### src/rtl/alt_space_pkg.sv
package alt_space_pkg;

    localparam int ID_BITS  = 6;
    localparam int REGION_W = 4;

    typedef enum logic [REGION_W-1:0] {
        RG_NONE   = 4'd0,
        RG_MISS   = 4'd1,
        RG_SYSCTL = 4'd2,
        RG_CACHED = 4'd3,
        RG_ITAG   = 4'd4,
        RG_IDATA  = 4'd5,
        RG_DTAG   = 4'd6,
        RG_DDATA  = 4'd7,
        RG_FLUSH  = 4'd8,
        RG_MMUREG = 4'd9,
        RG_MMUBYP = 4'd10
    } region_e;

    typedef enum logic [1:0] {
        FL_NONE = 2'd0,
        FL_DC   = 2'd1,
        FL_IDC  = 2'd2,
        FL_ALL  = 2'd3
    } flush_e;

    typedef enum logic [1:0] {
        PD_RUN   = 2'd0,
        PD_SLEEP = 2'd1,
        PD_WAKE  = 2'd2
    } pd_e;

    typedef struct packed {
        region_e region;
        flush_e  flush;
        logic    unimpl;
    } dec_t;

    function automatic dec_t decode_id(input logic [ID_BITS-1:0] id);
        dec_t d;
        d = '{region: RG_NONE, flush: FL_NONE, unimpl: 1'b0};
        case (id)
            6'h01: d.region = RG_MISS;
            6'h02: d.region = RG_SYSCTL;
            6'h08, 6'h09, 6'h0A, 6'h0B: d.region = RG_CACHED;
            6'h0C: d.region = RG_ITAG;
            6'h0D: d.region = RG_IDATA;
            6'h0E: d.region = RG_DTAG;
            6'h0F: d.region = RG_DDATA;
            6'h10, 6'h13: begin d.region = RG_FLUSH; d.flush = FL_IDC; end
            6'h11: begin d.region = RG_FLUSH; d.flush = FL_DC; end
            6'h18: begin d.region = RG_FLUSH; d.flush = FL_ALL; end
            6'h19: d.region = RG_MMUREG;
            6'h1C: d.region = RG_MMUBYP;
            default: d.unimpl = 1'b1;
        endcase
        return d;
    endfunction

endpackage

### src/rtl/asi_decoder.sv
module asi_decoder
    import alt_space_pkg::*;
#(
    parameter int ASI_W = 8
) (
    input  logic             valid,
    input  logic             write,
    input  logic [ASI_W-1:0] asi,
    output region_e          region,
    output flush_e           cmd,
    output logic             unimpl,
    output logic             rd_zero
);
    dec_t d;

    always_comb begin
        d       = decode_id(asi[ID_BITS-1:0]);
        region  = valid ? d.region : RG_NONE;
        unimpl  = valid & d.unimpl;
        rd_zero = valid & ~write & (d.region == RG_FLUSH);
        cmd     = (valid & write) ? d.flush : FL_NONE;
    end

endmodule

### src/rtl/flush_seq.sv
module flush_seq
    import alt_space_pkg::*;
(
    input  logic   clk,
    input  logic   rst,
    input  flush_e cmd,
    input  logic   ic_ack,
    input  logic   dc_ack,
    input  logic   tlb_ack,
    output logic   ic_req,
    output logic   dc_req,
    output logic   tlb_req,
    output logic   busy,
    output logic   stall
);
    logic defer_caches;
    logic has_cmd;
    logic start;

    always_comb begin
        busy    = ic_req | dc_req | tlb_req | defer_caches;
        has_cmd = (cmd != FL_NONE);
        start   = has_cmd & ~busy;
        stall   = tlb_req | (has_cmd & busy);
    end

    always_ff @(posedge clk) begin
        if (rst) begin
            ic_req       <= 1'b0;
            dc_req       <= 1'b0;
            tlb_req      <= 1'b0;
            defer_caches <= 1'b0;
        end else begin
            if (ic_req && ic_ack)   ic_req  <= 1'b0;
            if (dc_req && dc_ack)   dc_req  <= 1'b0;
            if (tlb_req && tlb_ack) begin
                tlb_req <= 1'b0;
                if (defer_caches) begin
                    ic_req       <= 1'b1;
                    dc_req       <= 1'b1;
                    defer_caches <= 1'b0;
                end
            end
            if (start) begin
                case (cmd)
                    FL_DC:  dc_req <= 1'b1;
                    FL_IDC: begin ic_req <= 1'b1; dc_req <= 1'b1; end
                    FL_ALL: begin tlb_req <= 1'b1; defer_caches <= 1'b1; end
                    default: ;
                endcase
            end
        end
    end

    AST_IC_REQ_HELD: assert property (@(posedge clk) disable iff (rst)
        ic_req && !ic_ack |=> ic_req);
    AST_DC_REQ_HELD: assert property (@(posedge clk) disable iff (rst)
        dc_req && !dc_ack |=> dc_req);
    AST_TLB_REQ_HELD: assert property (@(posedge clk) disable iff (rst)
        tlb_req && !tlb_ack |=> tlb_req);
    AST_TLB_DROP: assert property (@(posedge clk) disable iff (rst)
        tlb_req && tlb_ack |=> !tlb_req);
    AST_CACHES_AFTER_TLB: assert property (@(posedge clk) disable iff (rst)
        tlb_req |-> !ic_req && !dc_req);
    AST_NO_OVERLAP: assert property (@(posedge clk) disable iff (rst)
        $rose(tlb_req) |-> !$past(busy));

endmodule

### src/rtl/pd_ctrl.sv
module pd_ctrl
    import alt_space_pkg::*;
(
    input  logic clk,
    input  logic rst,
    input  logic enter,
    input  logic irq,
    output logic clk_en,
    output logic stall
);
    pd_e state;

    always_ff @(posedge clk) begin
        if (rst) begin
            state <= PD_RUN;
        end else begin
            case (state)
                PD_RUN:   if (enter) state <= PD_SLEEP;
                PD_SLEEP: if (irq)   state <= PD_WAKE;
                default:             state <= PD_RUN;
            endcase
        end
    end

    always_comb begin
        clk_en = (state != PD_SLEEP);
        stall  = (state != PD_RUN);
    end

    AST_SLEEP_HOLDS: assert property (@(posedge clk) disable iff (rst)
        !clk_en && !irq |=> !clk_en);
    AST_CLKEN_BEFORE_RELEASE: assert property (@(posedge clk) disable iff (rst)
        $rose(clk_en) |-> stall);
    AST_RELEASE_NEXT: assert property (@(posedge clk) disable iff (rst)
        $rose(clk_en) |=> !stall);

endmodule

### src/rtl/alt_space_ctrl.sv
module alt_space_ctrl
    import alt_space_pkg::*;
#(
    parameter int ASI_W      = 8,
    parameter int SREG_W     = 5,
    parameter int PD_REG_IDX = 19
) (
    input  logic                clk,
    input  logic                rst,
    input  logic                acc_valid,
    input  logic                acc_write,
    input  logic [ASI_W-1:0]    acc_asi,
    output logic [REGION_W-1:0] region_code,
    output logic                space_unimpl,
    output logic                rdata_zero,
    input  logic                sreg_wr,
    input  logic [SREG_W-1:0]   sreg_idx,
    input  logic                irq_pending,
    output logic                ic_flush_req,
    input  logic                ic_flush_ack,
    output logic                dc_flush_req,
    input  logic                dc_flush_ack,
    output logic                tlb_flush_req,
    input  logic                tlb_flush_ack,
    output logic                flush_busy,
    output logic                core_clk_en,
    output logic                pipe_stall
);
    localparam logic [SREG_W-1:0] PD_IDX = SREG_W'(PD_REG_IDX);

    region_e region;
    flush_e  cmd;
    logic    fs_stall;
    logic    pd_stall;
    logic    pd_enter;

    asi_decoder #(.ASI_W(ASI_W)) u_dec (
        .valid   (acc_valid),
        .write   (acc_write),
        .asi     (acc_asi),
        .region  (region),
        .cmd     (cmd),
        .unimpl  (space_unimpl),
        .rd_zero (rdata_zero)
    );

    flush_seq u_fs (
        .clk     (clk),
        .rst     (rst),
        .cmd     (cmd),
        .ic_ack  (ic_flush_ack),
        .dc_ack  (dc_flush_ack),
        .tlb_ack (tlb_flush_ack),
        .ic_req  (ic_flush_req),
        .dc_req  (dc_flush_req),
        .tlb_req (tlb_flush_req),
        .busy    (flush_busy),
        .stall   (fs_stall)
    );

    assign pd_enter = sreg_wr & (sreg_idx == PD_IDX);

    pd_ctrl u_pd (
        .clk    (clk),
        .rst    (rst),
        .enter  (pd_enter),
        .irq    (irq_pending),
        .clk_en (core_clk_en),
        .stall  (pd_stall)
    );

    assign region_code = region;
    assign pipe_stall  = fs_stall | pd_stall;

    AST_UNIMPL_NEEDS_ACCESS: assert property (@(posedge clk) disable iff (rst)
        space_unimpl |-> acc_valid && region_code == '0);
    AST_READ_NO_FLUSH: assert property (@(posedge clk) disable iff (rst)
        rdata_zero && !flush_busy |=> !ic_flush_req && !dc_flush_req && !tlb_flush_req);

endmodule

### config.mk
export PLATFORM = sky130hd
export DESIGN_NAME = alt_space_ctrl
export DESIGN_NICKNAME = d
export VERILOG_FILES = /design/src/rtl/alt_space_pkg.sv /design/src/rtl/asi_decoder.sv /design/src/rtl/flush_seq.sv /design/src/rtl/pd_ctrl.sv /design/src/rtl/alt_space_ctrl.sv
export SDC_FILE = /design/constraint.sdc
export NUM_CORES = 1
export LEC_CHECK = 0
export BUFFER_PORTS_ARGS = -buffer_cell sky130_fd_sc_hd__buf_2
export CELL_PAD_IN_SITES_DETAIL_PLACEMENT = 0
export CELL_PAD_IN_SITES_GLOBAL_PLACEMENT = 1
export CORE_AREA = 2 2 47 49
export DETAILED_ROUTE_END_ITERATION = 8
export DIE_AREA = 0 0 49 51
export PLACE_DENSITY_LB_ADDON = 0.3
export RECOVER_POWER = 50
export SYNTH_ARGS = -nofsm -noshare
export SYNTH_HDL_FRONTEND = slang
export SYNTH_SLANG_ARGS = --single-unit
### constraint.sdc
create_clock -name clk -period 6.8 [get_ports clk]
set_input_delay 2.04 -clock clk [delete_from_list [all_inputs] [get_ports clk]]
set_output_delay 2.04 -clock clk [all_outputs]
set_load 0.02 [all_outputs]
==> flow_metrics.py <==
metrics = {
    "sta": {
        "fmax_mhz": 178,
        "final.setup_skew_ns": 0.00167,
        "drv_slew": 0,
        "post-route-period-util_pct": 82.6,
        "rsz0062_at_grt": "false",
        "period_minus_slack_ns": 5.62,
        "fin_hold_ws_ns": 0.472,
        "tightest_slew_ns": 0.260,
        "setup-tns-final_ns": 0,
        "relSlewSlack_pct": 82.7,
        "setup_viol": 0,
        "finalHoldViolCount": 0,
    },
    "floorplan": {
        "io_pins": 34,
        "die_y_um": 51,
        "rows": 17,
        "start_util_pct": 26.8,
        "die-area_um2": 2500,
        "die_x_um": 49,
        "coreArea_um2": 2060,
    },
    "synthesis": {
        "yosysSeqAreaShare_pct": 21.7,
        "synth_area_um2": 553,
        "syn_inst": 79,
        "synth_nets": 104,
        "ys_seq_elements": 6,
        "synth_cell_types": 26,
        "syn_area_per_cell_um2": 7.00,
        "yosysWarnings": 0,
    },
    "setup_path": {
        "crit_fanout": 5,
        "crit_slowest_cell": "nor3b_1",
        "arrival_ns": 3.58,
        "startpoint_type": "input port",
        "required_ns": 4.76,
        "endpoint_kind": "output port",
        "critPathKind": "input port to output port",
        "crit_chain": "clkbuf_1, nand2b_1, nor3b_1, nand2_1, a211o_1, ha_1, inv_1, a2111o_1, buf_2",
        "cpPeakStageDelay_ns": 0.27,
    },
    "final_layout": {
        "fin_nets": 138,
        "final_common_cell": "buf_2",
        "syn_to_final_growth_pct": 35.1,
        "final_cell_mix": "buf_2 (24), nand2_1 (14), clkbuf_1 (7)",
        "num_antenna_cells": 0,
        "drive_gt1_share_pct": 25.2,
    },
    "clocking": {
        "cts_tree": "done",
        "post_cts_resized": 0,
        "clockRootBuffer": "clkbuf_4",
        "cts_hold_buffers": 0,
        "cts_setup_buffers": 0,
        "clk_path_buf_depth": 2,
        "cts.clk_slew.worst_paths_ns": 0.04,
        "numClockSinks": 6,
        "cts_made_buffers": 3,
        "worstSkewPairLatency_ns": 0.24,
        "htree_levels": 1,
    },
    "global_routing": {
        "grt_pass1_vias": 586,
        "gr-total-overflow": 0,
        "grtUsageMet3_pct": 4.97,
        "use_met1_pct": 16.2,
        "grt_pass1_wl_um": 2460,
        "grt_usage_pct": 12.3,
        "top_usage_layer": "met2",
        "grt_max_degree": 11,
        "antenna_found_initial": 0,
        "use_met2_pct": 19.4,
    },
    "routing": {
        "wl_per_cell_um": 9.55,
        "drc": 0,
        "drt-initial-drc-count": 7,
        "firstDrtPassIters": 2,
        "wirelength_um": 1330,
        "vias": 653,
        "ant_nets": 0,
        "via_per_inst": 4.70,
    },
    "placed_design": {
        "place.gp.congestion": 0.852,
        "portBuffers": 31,
        "post-dp-hpwl_um": 1090,
    },
    "power_and_ir_drop": {
        "peakVddDrop_mv": 0.130,
        "leakage_uw": 0.000338,
        "power_density_nw_per_um2": 118,
    },
    "outcome": {
        "status": "finished, final reports clean",
    },
    "run": {
        "max_cap_violations": 0,
    },
    "worst_hold_path": {
        "hp-class": "register to register",
    },
}
synthesized netlist by cell type:
| master | instances | area [um^2] |
|---|---|---|
| nand2_1 | 14 | 52.6 |
| a21oi_1 | 6 | 30.0 |
| dfxtp_1 | 6 | 120 |
| nand2b_1 | 6 | 37.5 |
| nor2_1 | 5 | 18.8 |
| o21ai_0 | 5 | 25.0 |
| a31oi_1 | 4 | 25.0 |
| inv_1 | 4 | 15.0 |
| or2b_1 | 4 | 30.0 |
| a211oi_1 | 3 | 22.5 |
| ha_1 | 3 | 37.5 |
| a21o_1 | 2 | 15.0 |
| nand4b_1 | 2 | 17.5 |
| nor2b_1 | 2 | 12.5 |
| nor3_1 | 2 | 10.0 |
| a2111o_1 | 1 | 11.3 |
| a211o_1 | 1 | 8.76 |
| and4_1 | 1 | 8.76 |
| buf_2 | 1 | 5.00 |
| clkbuf_2 | 1 | 5.00 |
| nand3_1 | 1 | 5.00 |
| nor3b_1 | 1 | 7.51 |
| nor4_1 | 1 | 6.26 |
| or3_1 | 1 | 6.26 |
| or3b_1 | 1 | 8.76 |
| or4_4 | 1 | 11.3 |
worst max-delay path: cells and delay by family:
family	cells	cell delay, ns
buffers and inverters	3	0.30
AND/OR/NAND/NOR	3	0.64
AO/OA/AOI/OAI	2	0.39
adder cells (fa/ha/maj)	1	0.21
per-stage QoR:
step | total power [uW] | utilization (%) | setup WS (ns) | std cells | cell area [um^2]
after floorplan | 47.2 | - | 1.46 | 79 | 553
after global placement | 56.7 | 35.5 | 1.16 | 136 | 733
after detailed placement | 56.9 | 35.5 | 1.15 | 136 | 733
after CTS | 89.9 | 36.6 | 1.16 | 139 | 756
after global routing | 94.8 | 36.2 | 0.942 | 139 | 747
final | 88.3 | 36.2 | 1.18 | 139 | 747
per-layer routing:
| metal | part of all wire, % | vias to the layer above |
|---|---|---|
| li1 | - | 348 |
| met1 | 49 | 285 |
| met2 | 45 | 20 |
| met3 | 6.0 | 0 |
| met4 | 0 | 0 |
| met5 | 0 | - |
power by group:
part / total [uW] / internal (uW) / switching [uW]
Clock: 32.3 / 19.9 / 12.4
Sequential: 35.4 / 35.4 / 0.0742
Combinational: 20.6 / 8.76 / 11.8
sequential cells by signal (all words and copies together), names as in the netlist:
name,cells
u_pd.state,2
u_fs.tlb_req,1
u_fs.ic_req,1
u_fs.dc_req,1
u_fs.defer_caches,1
cell families after synthesis:
kind of cell             count (synthesis)  share of synthesized area (%)
flip-flops                               6                           21.7
adder cells (fa/ha/maj)                  3                           6.79
AO/OA/AOI/OAI                           22                           24.9
AND/OR/NAND/NOR                         42                           42.1
buffers and inverters                    6                           4.52
final cells by class:
| cell class | instances | area, um^2 |
|---|---|---|
| fillers | 240 | 1320 |
| multi-input cells | 67 | 408 |
| repair buffers | 31 | 146 |
| flip-flops and latches | 6 | 120 |
| well taps | 28 | 35.0 |
| clock buffers | 3 | 22.5 |
| inverters | 4 | 15.0 |
worst paths after layout:
| check | end | depth (start not counted) | startpoint | slack (ns) |
|---|---|---|---|---|
| max | pipe_stall | 9 | acc_asi[5] | 1.18 |
| min | u_fs.defer_caches$_SDFF_PP0_ | 2 | u_fs.defer_caches$_SDFF_PP0_ | 0.47 |
| max reg2reg | u_fs.ic_req$_SDFF_PP0_ | 4 | u_fs.dc_req$_SDFF_PP0_ | 5.44 |
| min reg2reg | u_fs.defer_caches$_SDFF_PP0_ | 2 | u_fs.defer_caches$_SDFF_PP0_ | 0.47 |
(Power assumes the default switching activity.)
